--- src/rtl/pci_tgt_pkg.sv ---
package pci_tgt_pkg;

  localparam logic [3:0] CMD_MEM_RD = 4'b0110;
  localparam logic [3:0] CMD_MEM_WR = 4'b0111;

  typedef enum logic [1:0] {
    ACC_NONE,
    ACC_WR,
    ACC_RD
  } access_e;

  typedef enum logic [2:0] {
    ST_IDLE,
    ST_TURN,
    ST_WDATA,
    ST_RDATA,
    ST_SKIP
  } tgt_state_e;

endpackage

--- src/rtl/pci_tgt_decode.sv ---
module pci_tgt_decode
  import pci_tgt_pkg::*;
#(
  parameter int          AW        = 32,
  parameter logic [31:0] BASE_ADDR = 32'h4000_0000,
  parameter int          WIN_LOG2  = 12
) (
  input  logic [AW-1:0] addr,
  input  logic [3:0]    cmd,
  output access_e       access
);

  localparam logic [AW-1:0] WIN_MASK = ~((AW'(1) << WIN_LOG2) - AW'(1));
  localparam logic [AW-1:0] WIN_BASE = BASE_ADDR[AW-1:0] & WIN_MASK;

  logic in_window;

  always_comb begin
    in_window = ((addr & WIN_MASK) == WIN_BASE);
    access    = ACC_NONE;
    if (in_window) begin
      if (cmd == CMD_MEM_WR)      access = ACC_WR;
      else if (cmd == CMD_MEM_RD) access = ACC_RD;
    end
  end

endmodule

--- src/rtl/pci_tgt_lanes.sv ---
module pci_tgt_lanes #(
  parameter int LANES = 4
) (
  input  logic [8*LANES-1:0] bus_in,
  input  logic [LANES-1:0]   be_n,
  input  logic [8*LANES-1:0] rd_word,
  input  logic               drive,
  output logic [8*LANES-1:0] wr_word,
  output logic [LANES-1:0]   wr_be,
  output logic [8*LANES-1:0] bus_out
);

  for (genvar g = 0; g < LANES; g++) begin : g_lane
    assign wr_word[8*g +: 8] = bus_in[8*g +: 8];
    assign wr_be[g]          = ~be_n[g];
    assign bus_out[8*g +: 8] = drive ? rd_word[8*g +: 8] : 8'h00;
  end

endmodule

--- src/rtl/pci_tgt_fsm.sv ---
module pci_tgt_fsm
  import pci_tgt_pkg::*;
(
  input  logic    clk,
  input  logic    rst_n,
  input  logic    frame_n,
  input  logic    irdy_n,
  input  access_e access,
  input  logic    tx_full,
  input  logic    rx_empty,
  output logic    devsel_n,
  output logic    trdy_n,
  output logic    ad_oe,
  output logic    tx_wr_en,
  output logic    rx_rd_en
);

  tgt_state_e state_q, state_d;
  logic       xfer;
  logic       bus_idle;

  always_comb begin
    bus_idle = frame_n && irdy_n;
    devsel_n = !((state_q == ST_TURN) || (state_q == ST_WDATA) ||
                 (state_q == ST_RDATA));
    unique case (state_q)
      ST_WDATA: trdy_n = tx_full;
      ST_RDATA: trdy_n = rx_empty;
      default:  trdy_n = 1'b1;
    endcase
    ad_oe    = (state_q == ST_RDATA);
    xfer     = !irdy_n && !trdy_n;
    tx_wr_en = xfer && (state_q == ST_WDATA);
    rx_rd_en = xfer && (state_q == ST_RDATA);
  end

  always_comb begin
    state_d = state_q;
    unique case (state_q)
      ST_IDLE: begin
        if (!frame_n && irdy_n) begin
          unique case (access)
            ACC_WR:  state_d = ST_WDATA;
            ACC_RD:  state_d = ST_TURN;
            default: state_d = ST_SKIP;
          endcase
        end
      end
      ST_TURN: state_d = ST_RDATA;
      ST_WDATA, ST_RDATA: begin
        if ((xfer && frame_n) || bus_idle) state_d = ST_IDLE;
      end
      ST_SKIP: if (bus_idle) state_d = ST_IDLE;
      default: state_d = ST_IDLE;
    endcase
  end

  always_ff @(posedge clk or negedge rst_n) begin
    if (!rst_n) state_q <= ST_IDLE;
    else        state_q <= state_d;
  end


  property devsel_leads_trdy_p;
    @(posedge clk) disable iff (!rst_n) !trdy_n |-> !devsel_n;
  endproperty
  devsel_leads_trdy_chk: assert property (devsel_leads_trdy_p);


  property one_buffer_p;
    @(posedge clk) disable iff (!rst_n) !(tx_wr_en && rx_rd_en);
  endproperty
  one_buffer_chk: assert property (one_buffer_p);


  property no_pop_on_wait_p;
    @(posedge clk) disable iff (!rst_n) irdy_n |-> !rx_rd_en;
  endproperty
  no_pop_on_wait_chk: assert property (no_pop_on_wait_p);


  property no_push_when_full_p;
    @(posedge clk) disable iff (!rst_n) tx_full |-> !tx_wr_en;
  endproperty
  no_push_when_full_chk: assert property (no_push_when_full_p);


  property release_after_last_p;
    @(posedge clk) disable iff (!rst_n)
      ((tx_wr_en || rx_rd_en) && frame_n) |=> (devsel_n && trdy_n && !ad_oe);
  endproperty
  release_after_last_chk: assert property (release_after_last_p);


  property turnaround_p;
    @(posedge clk) disable iff (!rst_n)
      (state_q == ST_IDLE && !frame_n && irdy_n && access == ACC_RD)
        |=> (!devsel_n && trdy_n && !ad_oe);
  endproperty
  turnaround_chk: assert property (turnaround_p);

endmodule

--- src/rtl/pci_burst_target.sv ---
module pci_burst_target
  import pci_tgt_pkg::*;
#(
  parameter logic [31:0] BASE_ADDR = 32'h4000_0000,
  parameter int          WIN_LOG2  = 12
) (
  input  logic        clk,
  input  logic        rst_n,
  input  logic        frame_n,
  input  logic        irdy_n,
  input  logic [31:0] ad_in,
  input  logic [3:0]  cbe_n,
  output logic [31:0] ad_out,
  output logic        ad_oe,
  output logic        devsel_n,
  output logic        trdy_n,
  output logic        tx_wr_en,
  output logic [31:0] tx_wr_data,
  output logic [3:0]  tx_wr_be,
  input  logic        tx_full,
  output logic        rx_rd_en,
  input  logic [31:0] rx_rd_data,
  input  logic        rx_empty
);

  localparam int LANES = 4;
  localparam int AW    = 8 * LANES;

  logic [1:0] rst_sync_q;
  logic       rst_core_n;
  access_e    access;

  always_ff @(posedge clk or negedge rst_n) begin
    if (!rst_n) rst_sync_q <= 2'b00;
    else        rst_sync_q <= {rst_sync_q[0], 1'b1};
  end
  assign rst_core_n = rst_sync_q[1];

  pci_tgt_decode #(
    .AW        (AW),
    .BASE_ADDR (BASE_ADDR),
    .WIN_LOG2  (WIN_LOG2)
  ) i_decode (
    .addr   (ad_in),
    .cmd    (cbe_n),
    .access (access)
  );

  pci_tgt_fsm i_fsm (
    .clk      (clk),
    .rst_n    (rst_core_n),
    .frame_n  (frame_n),
    .irdy_n   (irdy_n),
    .access   (access),
    .tx_full  (tx_full),
    .rx_empty (rx_empty),
    .devsel_n (devsel_n),
    .trdy_n   (trdy_n),
    .ad_oe    (ad_oe),
    .tx_wr_en (tx_wr_en),
    .rx_rd_en (rx_rd_en)
  );

  pci_tgt_lanes #(
    .LANES (LANES)
  ) i_lanes (
    .bus_in  (ad_in),
    .be_n    (cbe_n),
    .rd_word (rx_rd_data),
    .drive   (ad_oe),
    .wr_word (tx_wr_data),
    .wr_be   (tx_wr_be),
    .bus_out (ad_out)
  );

endmodule

--- config.mk ---
export PLATFORM = sky130hd
export DESIGN_NAME = pci_burst_target
export DESIGN_NICKNAME = d
export VERILOG_FILES = /design/src/rtl/pci_tgt_pkg.sv /design/src/rtl/pci_tgt_decode.sv /design/src/rtl/pci_tgt_lanes.sv /design/src/rtl/pci_tgt_fsm.sv /design/src/rtl/pci_burst_target.sv
export SDC_FILE = /design/constraint.sdc
export NUM_CORES = 1
export LEC_CHECK = 0
export CAP_MARGIN = 0
export CELL_PAD_IN_SITES_DETAIL_PLACEMENT = 2
export CELL_PAD_IN_SITES_GLOBAL_PLACEMENT = 2
export CORE_MARGIN = 2
export CORE_UTILIZATION = 10
export CTS_CLUSTER_DIAMETER = 120
export CTS_CLUSTER_SIZE = 25
export DETAILED_ROUTE_END_ITERATION = 10
export GPL_TIMING_DRIVEN = 0
export PLACE_DENSITY_LB_ADDON = 0.1
export SETUP_SLACK_MARGIN = 0.4
export SLEW_MARGIN = 20
export SYNTH_ARGS = -nofsm -noshare
export SYNTH_HDL_FRONTEND = slang
export SYNTH_HIERARCHICAL = 1
export SYNTH_SLANG_ARGS = --single-unit
--- constraint.sdc ---
create_clock -name clk -period 3 [get_ports clk]
set_input_delay 0.6 -clock clk [delete_from_list [all_inputs] [get_ports clk]]
set_output_delay 0.6 -clock clk [all_outputs]
set_load 0.03 [all_outputs]
# Word-level counts from Yosys, hierarchy flattened
# Index checks and enable logic that the tools add are counted.
[word_totals]
regBits = 5
out_inout_bits = 73
[op_classes]
eq_ne = 12
muxes = 13
bitwise_logic = 4
reduce_logical = 16
[ops]
columns = ["op", "n"]
rows = [
  ["two-way mux 8 bit", 4],
  ["equality test 20 x 19 -> 1 bit, second input constant", 1],
  ["case mux 3 bit (4 select lines)", 1],
  ["two-way mux 3 bit", 3],
  ["equality test 4 x 3 -> 1 bit, second input constant", 2],
  ["equality test 3 x 2 -> 1 bit, second input constant", 2],
  ["logical AND 1 bit", 6],
  ["two-way mux 2 bit", 3],
  ["!= test 2 x 1 -> 1 bit, second input constant", 3],
  ["case mux 3 bit (2 select lines)", 1],
  ["zero test 1 bit", 4],
  ["NOT 1 bit", 4],
  ["equality test 3 x 1 -> 1 bit, second input constant", 1],
  ["equality test 3 bit, second input constant", 1],
  ["zero test 3 bit", 1],
  ["logical OR 1 bit", 3],
  ["AND reduction 3 bit", 1],
  ["equality test 2 x 1 -> 1 bit, second input constant", 1],
  ["equality test 2 bit, second input constant", 1],
  ["case mux 1 bit (2 select lines)", 1],
  ["OR reduction 2 bit", 1],
]

# Longest topological paths before layout
# Gate-level depths: netlist of run 1.
[depth]
depth_word = 8
mapped_depth = 7

# Cells and area by module
# The synthesis of run 1 kept the hierarchy.
[modules_own_cells]
columns = ["mod", "n_inst", "cells_each", "area_per_inst_um2", "seq_area_each_um2"]
rows = [
  ["pci_tgt_lanes", 1, 71, 510.5, 0.0],
  ["pci_tgt_fsm", 1, 26, 257.7, 75.1],
  ["pci_tgt_decode", 1, 11, 86.3, 0.0],
  ["pci_burst_target", 1, 3, 53.8, 50.0],
]

# Worst setup path after synthesis of run 1
# OpenSTA, ideal clock, no wires.
[synth_path]
path_type = "input to output"
start = "in tx_full"
end = "out tx_wr_en"
arrival_time_ps = 1654
required_time_ps = 2400
setup_slack_ps = 746
cell_stages = 1
n_path_buf = 0
cell_sequence = "nor4b_1"
[synth_between]
elab_chain_cells = 4
[synth_lines]
columns = ["item", "line_no", "rtl"]
rows = [
  ["start: declaration", "pci_burst_target.sv:20", "input logic tx_full,"],
  ["case mux 1 bit (2 select lines)", "pci_tgt_fsm.sv:26", "unique case (state_q)"],
  ["zero test 1 bit", "pci_tgt_fsm.sv:32", "xfer = !irdy_n && !trdy_n;"],
  ["logical AND 1 bit", "pci_tgt_fsm.sv:32", ""],
  ["logical AND 1 bit", "pci_tgt_fsm.sv:33", "tx_wr_en = xfer && (state_q == ST_WDATA);"],
  ["end: declaration", "pci_burst_target.sv:17", "output logic tx_wr_en,"],
]
# No other way between the ends.

# Worst setup path in the final report of run 1
[layout_path]
start = "in ad_in[28]"
end = "out tx_wr_data[28]"
[layout_lines]
columns = ["item", "line_no", "rtl"]
rows = [
  ["start: declaration", "pci_burst_target.sv:11", "input logic [31:0] ad_in,"],
  ["end: declaration", "pci_burst_target.sv:18", "output logic [31:0] tx_wr_data,"],
]
# No word-level cell between the ends.

==> impl_metrics.json, run 1 <==
{
  "netlist_area_um2": 908.4,
  "critPathLaunchType": "primary input",
  "critPathRequiredTime_ps": 2400,
  "ys_types": 31,
  "grt-ovfl-total": 0,
  "drive_gt1_frac": 0.4297,
  "area_delta_synth_final_pct": 152.8,
  "start_util": 0.1037,
  "antenna_found_initial": 0,
  "hp-class": "reg2async",
  "finalCriticalPeriod_ps": 2494,
  "syn_nets": 187,
  "first_global_vias": 1241,
  "die_area_um2": 9862,
  "fp.dieH_um": 99.31,
  "status": "finished clean",
  "synth-edff-count": 0,
  "num_vias": 1285,
  "clk_pin_slew_worst_paths_ps": 30,
  "fmax_mhz": 401.0,
  "clk_latency_ps": 220,
  "dr.pass1.iters": 2,
  "critical_path.most_common_cell": "clkdlybuf4s50_1",
  "synth.most_common_cell": "and2_2",
  "ys_seq_area_frac": 0.1377,
  "final.setup.tns_ps": 0,
  "ys_async_sr_fraction": 1.000,
  "setup_ws_ps": 506.3,
  "crit_path_max_incr_delay_ps": 670,
  "cts_max_path_buffers": 2,
  "r2r_slack_ps": 1580,
  "powerDensity_nw_per_um2": 185.3,
  "grt_setup_unrepaired": "true",
  "post_cts_buffers": 0,
  "dieWidth_um": 99.31,
  "htreeDepth": 1,
  "yosys.area.top_type": "and2_2",
  "setup_viol": 0,
  "cp_max_fo": 2,
  "synth.area.top_cells": "and2_2 27%, buf_4 26%, dfrtp_1 14%, ha_1 2.8%, inv_1 2.5%",
  "wl_per_cell_um": 12.66,
  "synthFlopType": "dfrtp_1",
  "drt_iter0_drc": 12,
  "yosysTopAreaCellShare": 0.2727,
  "antennaDiodeCount": 0,
  "worstPathArrival_ps": 1890,
  "dp_slack_ps": 206.0,
  "crit_slowest_cell": "clkdlybuf4s50_1",
  "rows": 34,
  "wl_um": 4519,
  "port_buffers": 134,
  "period_share": 0.8312,
  "path_cells": "clkdlybuf4s50_1 > buf_4 > clkdlybuf4s50_1",
  "place_congestion": 0.6658,
  "clock_skew_ps": 1.609,
  "drv_slew": 0,
  "synth.avg_cell_area_um2": 8.184,
  "grt_usage": 0.08241,
  "grt_max_degree": 11,
  "core_area_um2": 8763,
  "path_class": "in2out",
  "detail-route-antenna-nets": 0,
  "power_w": 0.0004253,
  "maxCapViolCount": 0,
  "cts-root-buf": "clkbuf_8",
  "cts_tree": "yes",
  "synthCells": 111,
  "critPathCaptureType": "output pin",
  "drc_errors": 0,
  "vias_per_cell": 3.599,
  "synthTopCellsByCount": "33 x and2_2, 32 x buf_4, 6 x inv_1, 5 x dfrtp_1",
  "yosys_warnings": 6,
  "grt_pass1_wl_um": 6548,
  "ir_drop_mv": 0.09995,
  "hold_violations": 0,
  "dp_hpwl_um": 4066,
  "tritoncts.num_buffers": 3,
  "ys_ff_latch": 5,
  "finalNetCount": 326,
  "clock_sinks": 5,
  "io_pins": 147,
  "cts_hold_buf": 0,
  "power.leakage_nw": 1.075
}
[repair_timing]
action,CTS,global route
endpoints found under the hold margin,0,0
resized for setup,32,63
cloned,0,0
setup endpoints to repair,32,34
[placed cells by master (no fill, tap or decap), types with 2 or more instances in the layout]
cell type	netlist	layout
a311oi_1	2	2
and2_2	33	33
buf_4	32	32
clkbuf_2	3	32
clkbuf_8	0	3
clkdlybuf4s50_1	0	99
dfrtp_1	5	5
dlygate4sd2_1	0	2
dlymetal6s2s_1	0	3
ha_1	2	2
inv_1	6	6
nand2_1	3	3
nor3_1	2	2
nor4_2	1	2
[registers in the layout, indices dropped and copies added (netlist names)]
signal         count
i_fsm/state_q      3
rst_sync_q         2
[power by group]
part,internal [W],switching (W)
logic,0.000142,0.0000885
registers,0.0000705,0.00000261
clock network,0.0000910,0.0000306
[critical path: cells and delay by family]
kind	cells	cell delay, ps
buf+inv	3	1300
[final timing paths]
check                      cells after the start               end             start
max                                            3    tx_wr_data[28]         ad_in[28]
min in group clk                               0     rst_sync_q[1]     rst_sync_q[0]
min                                            0  i_fsm/state_q[0]     rst_sync_q[1]
max reg2reg                                    4  i_fsm/state_q[0]  i_fsm/state_q[0]
min reg2reg                                    0  i_fsm/state_q[0]     rst_sync_q[1]
max in group asynchronous                      1     rst_sync_q[0]             rst_n
[cell type report]
class	count	area (µm²)
Buffer	36	266.5
Tap cell	108	135.1
Fill cell	1028	6467
Timing Repair Buffer	134	1201
Inverter	7	40.04
Sequential cell	5	125.1
Clock buffer	4	45.04
Multi-Input combinational cell	63	483.0
[logic make-up after synthesis]
logic type | count (synthesis) | share of synthesized area
AO/OA/AOI/OAI | 7 | 0.06061
adder cells (fa/ha/maj) | 2 | 0.02754
buffers and inverters | 43 | 0.3375
flip-flops | 5 | 0.1377
multiplexers | 1 | 0.01102
other | 1 | 0.004128
AND/OR/NAND/NOR | 52 | 0.4215
[metrics by stage]
| step | hold slack, ps | cell area, µm² | instances | util |
|---|---|---|---|---|
| 6_report | 42.03 | 2296 | 357 | 0.2620 |
| 5_1_grt | 56.87 | 2296 | 357 | 0.2620 |
| 4_1_cts | 46.76 | 2390 | 357 | 0.2727 |
| 3_5_place_dp | 43.21 | 2385 | 353 | 0.2721 |
| 3_3_place_gp | 40.32 | 2385 | 353 | 0.2721 |
| 2_1_floorplan | 26.51 | 908.4 | 111 | - |
[metal layers]
metal	wire [µm]	global-route usage	vias to the layer above
li1	-	-	606
met1	1931	0.1041	575
met2	1963	0.1320	102
met3	596	0.03514	2
met4	27	0.01581	0
met5	0	0	-
(Power assumes the default switching activity.)
==> run 2, diff against run 1 <==
==> constraint.sdc (replaced) <==
create_clock -name clk -period 2.6 [get_ports clk]
set_input_delay 0.52 -clock clk [delete_from_list [all_inputs] [get_ports clk]]
set_output_delay 0.52 -clock clk [all_outputs]
set_load 0.03 [all_outputs]
==> run 2 against run 1 <==
Effect of this change:
- total power grew 13%
- sequential cell count is the same
- critical path depth is the same
- clock skew shrank 1.0 ps
==> impl_metrics.json, run 2 (synthesis gave the netlist of run 1 again) <==
{
  "r2r_slack_ps": 1170,
  "cts_tree": "yes",
  "p_switching_w": 0.0001460,
  "critPathLaunchType": "primary input",
  "path_class": "in2out",
  "status": "finished clean",
  "critPathCaptureType": "output pin",
  "ir_drop_mv": 0.1070,
  "hp-class": "reg2async",
  "vias_per_cell": 3.632,
  "top_register": "i_fsm/state_q",
  "core_area_um2": 8763,
  "fillers": 1021,
  "wl_um": 4656,
  "cts_hold_buf": 0,
  "timing.rr.end": "i_fsm/state_q[0]",
  "drt_iter0_drc": 0,
  "clock_skew_ps": 0.5842,
  "antennaDiodeCount": 0,
  "grt_usage": 0.08402,
  "grt-ovfl-total": 0,
  "fp.dieH_um": 99.31,
  "die_area_um2": 9862,
  "clk_latency_ps": 220,
  "grt_setup_unrepaired": "false",
  "io_pins": 147,
  "htreeDepth": 1,
  "antenna_found_initial": 0,
  "layout_common_cells": "55 x clkdlybuf4s50_1, 34 x buf_4, 32 x and2_2, 31 x buf_2, 24 x dlygate4sd2_1",
  "grt_max_degree": 11,
  "reg_top3": "i_fsm/state_q: 3 flops, rst_sync_q: 2 flops",
  "final.setup.tns_ps": 0,
  "tritoncts.num_buffers": 3,
  "power.leakage_nw": 1.318,
  "first_global_vias": 1259,
  "finalInstanceArea_um2": 2390,
  "maxCapViolCount": 0,
  "postPlaceCellArea_um2": 2385,
  "finalCriticalPeriod_ps": 2092,
  "worstReg2RegStart": "i_fsm/state_q[0]",
  "drive_gt1_frac": 0.4940,
  "dr.pass1.iters": 1,
  "drc_errors": 0,
  "wl_per_cell_um": 12.97,
  "swShare": 0.3031,
  "cts_max_path_buffers": 2,
  "fmax_mhz": 478.1,
  "area_delta_synth_final_pct": 163.1,
  "r2r_cells": 4,
  "grt_pass1_wl_um": 6679,
  "clock_sinks": 5,
  "worstPathArrival_ps": 1570,
  "clockPowerShare": 0.293,
  "port_buffers": 134,
  "cp_max_fo": 2,
  "mostFrequentLayoutCell": "clkdlybuf4s50_1",
  "drv_slew": 0,
  "largest_reg_flops": 3,
  "place_congestion": 0.6658,
  "dieWidth_um": 99.31,
  "num_vias": 1304,
  "combPwrFrac": 0.530,
  "setup_viol": 0,
  "worstSetupStartpoint": "ad_in[17]",
  "rows": 34,
  "powerDensity_nw_per_um2": 201.6,
  "detail-route-antenna-nets": 0,
  "critPathRequiredTime_ps": 2080,
  "finalNetCount": 328,
  "endpoint": "tx_wr_data[17]",
  "seqPwrFrac": 0.177,
  "start_util": 0.1037,
  "clk_pin_slew_worst_paths_ps": 30,
  "period_share": 0.8045,
  "cts-root-buf": "clkbuf_8",
  "hold_violations": 0,
  "dp_hpwl_um": 4066,
  "internal_power_w": 0.0003357
}
run 2: changes by cell type in the layout (fill, tap and decap cells not counted), sizes merged:
cell	previous run	this run
dlygate4sd2	2	24
clkdlybuf4s50	99	55
clkbuf	36	8
buf	33	66
dlymetal6s2s	3	21
clkdlybuf4s15	1	2
run 2: stage by stage:
stage,setup slack [ps],total power (W),hold slack (ps),utilization,instances
global placement,-84.27,0.0003510,40.32,0.2721,353
finish,508.2,0.0004817,42.12,0.2727,359
detailed placement,-39.29,0.0003531,43.21,0.2721,353
CTS,335.5,0.0004869,46.68,0.2597,357
global route,384.4,0.0005099,55.80,0.2727,359
floorplan,440.1,0.0001942,26.51,-,111
run 2: power groups by stage:
stage	logic, W	clock network (W)	registers [W]
after floorplan	0.000110	0	0.0000843
after global placement	0.000266	0	0.0000854
after detailed placement	0.000268	0	0.0000854
after CTS	0.000257	0.000145	0.0000847
after global routing	0.000270	0.000154	0.0000859
final	0.000255	0.000141	0.0000852
run 2: worst min-delay path by stage:
| stage | startpoint | end | slack, ps |
|---|---|---|---|
| 2_1_floorplan | rst_sync_q[1] | i_fsm/state_q[0] | 30 |
| 3_3_place_gp | rst_sync_q[1] | i_fsm/state_q[0] | 40 |
| 3_5_place_dp | rst_sync_q[1] | i_fsm/state_q[0] | 40 |
| 4_1_cts | rst_sync_q[1] | i_fsm/state_q[0] | 50 |
| 5_1_grt | rst_sync_q[1] | i_fsm/state_q[0] | 60 |
| 6_report | rst_sync_q[1] | i_fsm/state_q[0] | 40 |
run 2: critical path, stage by stage:
cell             delay [ps]
clkdlybuf4s50_1         530
buf_4                   130
dlygate4sd2_1           390
run 2: metal layers:
metal	part of all wire	vias up	global-route usage
li1	-	606	-
met1	0.41	594	0.1062
met2	0.44	102	0.1346
met3	0.14	2	0.03584
met4	0.0058	0	0.01581
met5	0	-	0
run 2: layout make-up:
class | count | area [µm²] | share of cell area
plain buffers | 36 | 274.0 | 0.1147
clock buffers | 4 | 45.04 | 0.01885
well taps | 108 | 135.1 | 0.05654
flip-flops and latches | 5 | 126.4 | 0.05288
multi-input cells | 63 | 549.3 | 0.2298
repair buffers | 136 | 1220 | 0.5105
inverters | 7 | 40.04 | 0.01675
run 2: repair_timing:
action | 4_1_cts | 5_1_grt
gates cloned | 0 | 0
resized for setup | 192 | 38
setup endpoints to repair | 60 | 39
pin swaps | 4 | 13
setup buffers | 0 | 2
